===== config.mk =====
export PLATFORM = sky130hd
export DESIGN_NAME = asram_ctl
export DESIGN_NICKNAME = d
export VERILOG_FILES = /design/src/rtl/asram_pkg.sv /design/src/rtl/asram_ctrl.sv /design/src/rtl/asram_dpath.sv /design/src/rtl/asram_ctl.sv
export SDC_FILE = /design/constraint.sdc
export NUM_CORES = 1
export LEC_CHECK = 0
export ABC_AREA = 1
export BUFFER_PORTS_ARGS = -buffer_cell sky130_fd_sc_hd__buf_2
export CAP_MARGIN = 20
export CORE_AREA = 2 2 113 88
export CTS_CLUSTER_DIAMETER = 80
export DETAILED_ROUTE_END_ITERATION = 8
export DIE_AREA = 0 0 115 90
export PLACE_DENSITY = 0.68
export SYNTH_ARGS = -nofsm -noshare
export SYNTH_HDL_FRONTEND = slang
export SYNTH_SLANG_ARGS = --single-unit

===== constraint.sdc =====
create_clock -name clk -period 2.5 [get_ports clk]
set_input_delay 0.25 -clock clk [delete_from_list [all_inputs] [get_ports clk]]
set_output_delay 0.25 -clock clk [all_outputs]
set_load 0.02 [all_outputs]

===== src/rtl/asram_pkg.sv =====
package asram_pkg;

  typedef enum logic [2:0] {
    ST_IDLE,
    ST_READ,
    ST_TURN,
    ST_WPULSE,
    ST_WRECOV
  } ctlState_t;

  // Strobes from control to datapath
  typedef struct packed {
    logic loadReq;   // latch request fields
    logic csAll;     // every lane selected (read)
    logic csMasked;  // only masked lanes selected (write)
    logic weOn;      // write enable asserted
    logic oeOn;      // output enable asserted
    logic driveBus;  // controller drives the data bus
    logic capture;   // sample returned data
  } strobe_t;

  function automatic int maxOf(input int a, input int b);
    return (a > b) ? a : b;
  endfunction

  // Round a nanosecond limit up to whole clocks, never below one
  function automatic int cyclesFor(input int ns, input int periodNs);
    int c;
    c = (ns + periodNs - 1) / periodNs;
    return maxOf(c, 1);
  endfunction

  // grade 0 = fast part, anything else = slower part
  function automatic int pickNs(input int grade, input int fastNs, input int slowNs);
    return (grade == 0) ? fastNs : slowNs;
  endfunction

  function automatic int readCycles(input int periodNs, input int grade);
    int accNs, cycNs;
    accNs = pickNs(grade, 15, 20);
    cycNs = pickNs(grade, 15, 20);
    return cyclesFor(maxOf(accNs, cycNs), periodNs);
  endfunction

  function automatic int writePulseCycles(input int periodNs, input int grade);
    int pulseNs, csEndNs, addrEndNs, setupNs;
    pulseNs   = pickNs(grade, 12, 18);
    csEndNs   = pickNs(grade, 12, 18);
    addrEndNs = pickNs(grade, 12, 18);
    setupNs   = pickNs(grade, 10, 12);
    return cyclesFor(maxOf(maxOf(pulseNs, csEndNs), maxOf(addrEndNs, setupNs)), periodNs);
  endfunction

  function automatic int recoverCycles(input int periodNs, input int grade);
    int wrNs, wcNs;
    wrNs = pickNs(grade, 0, 3);
    wcNs = pickNs(grade, 15, 20);
    return maxOf(cyclesFor(wrNs, periodNs),
                 cyclesFor(wcNs, periodNs) - writePulseCycles(periodNs, grade));
  endfunction

  function automatic int turnCycles(input int periodNs, input int grade);
    return cyclesFor(pickNs(grade, 8, 12), periodNs);
  endfunction

endpackage


===== src/rtl/asram_ctrl.sv =====
module asram_ctrl
  import asram_pkg::*;
#(
  parameter int LANES         = 4,
  parameter int CLK_PERIOD_NS = 20,
  parameter int SPEED_GRADE   = 0
) (
  input  logic             clk,
  input  logic             rstN,
  input  logic             reqValid,
  input  logic             reqWrite,
  input  logic [LANES-1:0] reqMask,
  output logic             reqReady,
  output strobe_t          strb
);

  localparam int RD_CYC   = readCycles(CLK_PERIOD_NS, SPEED_GRADE);
  localparam int WP_CYC   = writePulseCycles(CLK_PERIOD_NS, SPEED_GRADE);
  localparam int REC_CYC  = recoverCycles(CLK_PERIOD_NS, SPEED_GRADE);
  localparam int TURN_CYC = turnCycles(CLK_PERIOD_NS, SPEED_GRADE);
  localparam int MAX_CYC  = maxOf(maxOf(RD_CYC, WP_CYC), maxOf(REC_CYC, TURN_CYC));
  localparam int CNT_W    = $clog2(MAX_CYC + 1);

  ctlState_t        state, stateNxt;
  logic [CNT_W-1:0] phaseCnt, phaseCntNxt;
  logic             lastRead, lastReadNxt;

  always_ff @(posedge clk) begin
    if (!rstN) begin
      state    <= ST_IDLE;
      phaseCnt <= '0;
      lastRead <= 1'b0;
    end else begin
      state    <= stateNxt;
      phaseCnt <= phaseCntNxt;
      lastRead <= lastReadNxt;
    end
  end

  always_comb begin
    stateNxt    = state;
    phaseCntNxt = phaseCnt;
    lastReadNxt = lastRead;
    strb        = '0;
    unique case (state)
      ST_IDLE: begin
        strb.loadReq = reqValid;
        if (reqValid) begin
          if (!reqWrite) begin
            stateNxt    = ST_READ;
            phaseCntNxt = CNT_W'(RD_CYC - 1);
            lastReadNxt = 1'b1;
          end else if (reqMask != '0) begin
            lastReadNxt = 1'b0;
            if (lastRead) begin
              stateNxt    = ST_TURN;
              phaseCntNxt = CNT_W'(TURN_CYC - 1);
            end else begin
              stateNxt    = ST_WPULSE;
              phaseCntNxt = CNT_W'(WP_CYC - 1);
            end
          end
        end
      end
      ST_READ: begin
        strb.csAll = 1'b1;
        strb.oeOn  = 1'b1;
        if (phaseCnt == '0) begin
          strb.capture = 1'b1;
          stateNxt     = ST_IDLE;
        end else begin
          phaseCntNxt = phaseCnt - 1'b1;
        end
      end
      ST_TURN: begin
        if (phaseCnt == '0) begin
          stateNxt    = ST_WPULSE;
          phaseCntNxt = CNT_W'(WP_CYC - 1);
        end else begin
          phaseCntNxt = phaseCnt - 1'b1;
        end
      end
      ST_WPULSE: begin
        strb.csMasked = 1'b1;
        strb.weOn     = 1'b1;
        strb.driveBus = 1'b1;
        if (phaseCnt == '0) begin
          stateNxt    = ST_WRECOV;
          phaseCntNxt = CNT_W'(REC_CYC - 1);
        end else begin
          phaseCntNxt = phaseCnt - 1'b1;
        end
      end
      ST_WRECOV: begin
        strb.driveBus = 1'b1;
        if (phaseCnt == '0) begin
          stateNxt = ST_IDLE;
        end else begin
          phaseCntNxt = phaseCnt - 1'b1;
        end
      end
      default: stateNxt = ST_IDLE;
    endcase
  end

  assign reqReady = (state == ST_IDLE);

endmodule


===== src/rtl/asram_dpath.sv =====
module asram_dpath
  import asram_pkg::*;
#(
  parameter int ADDR_W = 17,
  parameter int DATA_W = 32,
  parameter int LANES  = 4
) (
  input  logic              clk,
  input  logic              rstN,
  input  strobe_t           strb,
  input  logic [ADDR_W-1:0] reqAddr,
  input  logic [DATA_W-1:0] reqWdata,
  input  logic [LANES-1:0]  reqMask,
  input  logic [DATA_W-1:0] memDin,
  output logic [ADDR_W-1:0] memAddr,
  output logic [LANES-1:0]  memCsN,
  output logic              memWeN,
  output logic              memOeN,
  output logic [DATA_W-1:0] memDout,
  output logic              memDoutEn,
  output logic              rdValid,
  output logic [DATA_W-1:0] rdData
);

  logic [ADDR_W-1:0] addrReg;
  logic [DATA_W-1:0] wdataReg;
  logic [LANES-1:0]  maskReg;

  always_ff @(posedge clk) begin
    if (!rstN) begin
      addrReg  <= '0;
      wdataReg <= '0;
      maskReg  <= '0;
      rdData   <= '0;
      rdValid  <= 1'b0;
    end else begin
      if (strb.loadReq) begin
        addrReg  <= reqAddr;
        wdataReg <= reqWdata;
        maskReg  <= reqMask;
      end
      if (strb.capture) rdData <= memDin;
      rdValid <= strb.capture;
    end
  end

  for (genvar lane = 0; lane < LANES; lane++) begin : gLane
    assign memCsN[lane] = ~(strb.csAll | (strb.csMasked & maskReg[lane]));
  end

  assign memAddr   = addrReg;
  assign memDout   = wdataReg;
  assign memDoutEn = strb.driveBus;
  assign memWeN    = ~strb.weOn;
  assign memOeN    = ~strb.oeOn;

endmodule


===== src/rtl/asram_ctl.sv =====
module asram_ctl
  import asram_pkg::*;
#(
  parameter int ADDR_W        = 17,
  parameter int DATA_W        = 32,
  parameter int LANES         = 4,
  parameter int CLK_PERIOD_NS = 20,
  parameter int SPEED_GRADE   = 0
) (
  input  logic              clk,
  input  logic              rstN,
  input  logic              reqValid,
  output logic              reqReady,
  input  logic              reqWrite,
  input  logic [ADDR_W-1:0] reqAddr,
  input  logic [DATA_W-1:0] reqWdata,
  input  logic [LANES-1:0]  reqMask,
  output logic              rdValid,
  output logic [DATA_W-1:0] rdData,
  output logic [ADDR_W-1:0] memAddr,
  output logic [LANES-1:0]  memCsN,
  output logic              memWeN,
  output logic              memOeN,
  output logic [DATA_W-1:0] memDout,
  output logic              memDoutEn,
  input  logic [DATA_W-1:0] memDin
);

  strobe_t strb;

  asram_ctrl #(
    .LANES(LANES),
    .CLK_PERIOD_NS(CLK_PERIOD_NS),
    .SPEED_GRADE(SPEED_GRADE)
  ) uCtrl (
    .clk(clk),
    .rstN(rstN),
    .reqValid(reqValid),
    .reqWrite(reqWrite),
    .reqMask(reqMask),
    .reqReady(reqReady),
    .strb(strb)
  );

  asram_dpath #(
    .ADDR_W(ADDR_W),
    .DATA_W(DATA_W),
    .LANES(LANES)
  ) uDpath (
    .clk(clk),
    .rstN(rstN),
    .strb(strb),
    .reqAddr(reqAddr),
    .reqWdata(reqWdata),
    .reqMask(reqMask),
    .memDin(memDin),
    .memAddr(memAddr),
    .memCsN(memCsN),
    .memWeN(memWeN),
    .memOeN(memOeN),
    .memDout(memDout),
    .memDoutEn(memDoutEn),
    .rdValid(rdValid),
    .rdData(rdData)
  );

endmodule


==> out/results.ini <==
[status]
status = finished, final reports clean

[clocking]
clockRootBuffer = clkbuf_16
cts_max_path_buffers = 2
path_clk_slew_ns = 0.06
cts_resized = 0
htreeDepth = 3
clk_latency_ns = 0.33
clock-sinks = 90
cts_tree = yes
hold_buffers = 0
cts_setup_buffers = 0
cts_buffers = 9

[synthesis]
synth_ff_type = dfxtp_1
ys_ff_latch = 90
netlist_area_um2 = 3350
syn_inst = 412
muxShareOfSynthArea = 0
async_flop_share = 0
synth-adder-area-share = 0
syn_nets = 501
synth_area_per_cell_um2 = 8.14
synth-xor-area-share = 0
synthDistinctLibCells = 26
synth_top_family_by_area = simple AND/OR/NAND/NOR gates
ys.warnings.count = 0
seq_area_frac_synth = 0.537
synth_compound_area_frac = 0.137
synth_edf_count = 0
yosys.area_share.simple = 0.250

[grt]
track_usage = 0.171
grt_overflow = 0
grt_pass1_wl_um = 14300
grt_pass1_vias = 3144
antenna_found_initial = 1
grt_max_degree = 56

[die]
rows = 31
die_w_um = 115
ios = 179
dieArea_um2 = 10400
core_um2 = 9310
fp.dieH_um = 90
start_util = 0.360

[power_and_ir_drop]
clkPwrFrac = 0.293
swShare = 0.351
pwr-share-seq = 0.420
pwr-share-comb = 0.287
ir_worst_vdd_uv = 500
power_switching_w = 0.00148
leakage_nw = 2.18
p_per_area_nw_per_um2 = 948
p_int_w = 0.00275

[sta]
tightest_slew_ns = 0.654
fmax_ghz = 0.480
relSlewSlack = 0.564
holdWs_ns = 0.134
layout_setup_ws_ns = 0.415
fin_worst_skew_ns = 0.00622
setup_violations = 0
period_share = 0.834
hold_viol = 0
tns_ns = 0
period_minus_slack_ns = 2.08
rsz0062_at_grt = no
slew_violations = 0

[layout]
final_common_cell = buf_2
final_cell_count_no_fill = 698
drive_gt1_frac = 0.370
final_net_count = 667
fillers = 928
multi_input_area_um2 = 1300
design_area_um2 = 4460
diodes = 0
area_growth_pct = 33.0
final_cell_mix = buf_2, nor2_1, dfxtp_1
register_area_um2 = 1800

[placed_design]
placed_cells = 682
io_buffers = 178
pre_cts_ws_ns = 0.774
placed_area_um2 = 4190
dp_hpwl_um = 6040
place.gp.congestion = 0.745

[drt]
first_pass_iters = 4
drt-total-wl_um = 8690
num_vias = 3230
via_per_inst = 4.63
ant_nets = 0
routedWlPerCell_um = 12.4
drcViolationCount = 0
drt_iter0_markers = 143

[critical_path]
r2r_setup_slack_ns = 0.95
critPathKind = reg2out
critPathRequiredTime_ns = 2.25
crit_chain = nor2_4, nand2_4, inv_4, a21oi_1, buf_2
max_stage_delay_ns = 0.49
cp-startpoint = uCtrl.state[1]$_SDFFE_PN0P_
cp-endpoint = memCsN[2]
arrival_ns = 1.83
cp-start-kind = flop
critPathBufInv = 2
crit_family = flip-flops
timing.rr.start = uCtrl.state[1]$_SDFFE_PN0P_
cp_max_fo = 36
reg2regPathDepth = 5
cpMaxStageDelayCell = dfxtp_1
critical_path_depth = 5
r2r_end = uDpath.memAddr[9]$_SDFFE_PN0P_
end_kind = output port

[worst_hold_path]
hold_path_class = in2reg

[job]
drv_cap = 0

cells by family (layout without fill, tap and decap cells):
group / Yosys count / count (layout)
AOI/OAI and AO/OA: 91 / 91
and+or+nand+nor: 197 / 197
buffers and inverters: 34 / 205
DFF: 90 / 90
tightest hold or removal path, cell delays in order:
cell	delay [ns]
buf_2	0.07
nor2_1	0.03
nor2_1	0.08
sequential cells by signal, summed over array words and instances, names as in the netlist:
signal and flops:
uCtrl.state 3, uDpath.rdData 32, uCtrl.lastRead 1, uDpath.rdValid 1
uDpath.maskReg 4, uDpath.memDout 32, uDpath.memAddr 17
routing by layer:
layer / wire length (µm) / part of all wire / track usage / vias to the layer above
met1: 3880 / 0.45 / 0.197 / 1465
li1: - / - / - / 1644
met3: 630 / 0.073 / 0.0587 / 12
met2: 4050 / 0.47 / 0.294 / 107
met5: 13 / 0.0015 / 0 / -
met4: 114 / 0.013 / 0.0562 / 2
area by class of cell:
cell class	count	area share
inverters	9	0.00870
well taps	115	0.0323
clock buffers	12	0.0553
repair buffers	180	0.203
multi-input cells	288	0.291
clock inverters	4	0.00617
flip-flops and latches	90	0.404
per-stage QoR:
stage / total power [W] / util
3_5_place_dp: 0.00303 / 0.450
2_1_floorplan: 0.00271 / -
4_1_cts: 0.00429 / 0.479
5_1_grt: 0.00449 / 0.479
6_report: 0.00423 / 0.479
3_3_place_gp: 0.00300 / 0.450
how the worst min path moves through the flow:
stage	from	endpoint	slack [ns]	cells past startpoint
2_1_floorplan	reqWdata[20]	uDpath.memDout[20]$_SDFFE_PN0P_	0.38	2
3_3_place_gp	uDpath.rdData[15]$_SDFFE_PN0P_	uDpath.rdData[15]$_SDFFE_PN0P_	0.45	2
3_5_place_dp	uDpath.rdData[21]$_SDFFE_PN0P_	uDpath.rdData[21]$_SDFFE_PN0P_	0.45	2
4_1_cts	reqWdata[10]	uDpath.memDout[10]$_SDFFE_PN0P_	0.12	3
5_1_grt	reqWdata[8]	uDpath.memDout[8]$_SDFFE_PN0P_	0.14	3
6_report	reqWdata[10]	uDpath.memDout[10]$_SDFFE_PN0P_	0.13	3
cell usage after synthesis, types with 2 or more instances:
| master | n | area (µm²) |
|---|---|---|
| buf_4 | 2 | 15.0 |
| nand2_4 | 2 | 22.5 |
| dfxtp_1 | 90 | 1800 |
| nor2_2 | 10 | 62.6 |
| nor2_1 | 103 | 387 |
| a21oi_1 | 37 | 185 |
| buf_12 | 2 | 40.0 |
| inv_1 | 3 | 11.3 |
| o21ai_1 | 12 | 60.1 |
| buf_6 | 9 | 101 |
| inv_4 | 2 | 12.5 |
| buf_2 | 3 | 15.0 |
| nand2_1 | 73 | 274 |
| inv_2 | 3 | 11.3 |
| nand3_1 | 3 | 15.0 |
| o21ai_0 | 41 | 205 |
| clkbuf_1 | 7 | 26.3 |
| nor2_4 | 2 | 22.5 |
power by group through the flow:
stage	Clock (W)	Sequential, W	Combinational, W
floorplan	0	0.00206	0.000653
global placement	0	0.00180	0.00120
detailed placement	0	0.00180	0.00123
CTS	0.00128	0.00178	0.00123
global route	0.00134	0.00180	0.00135
finish	0.00124	0.00178	0.00121
Power figures use the tool's default switching activity.
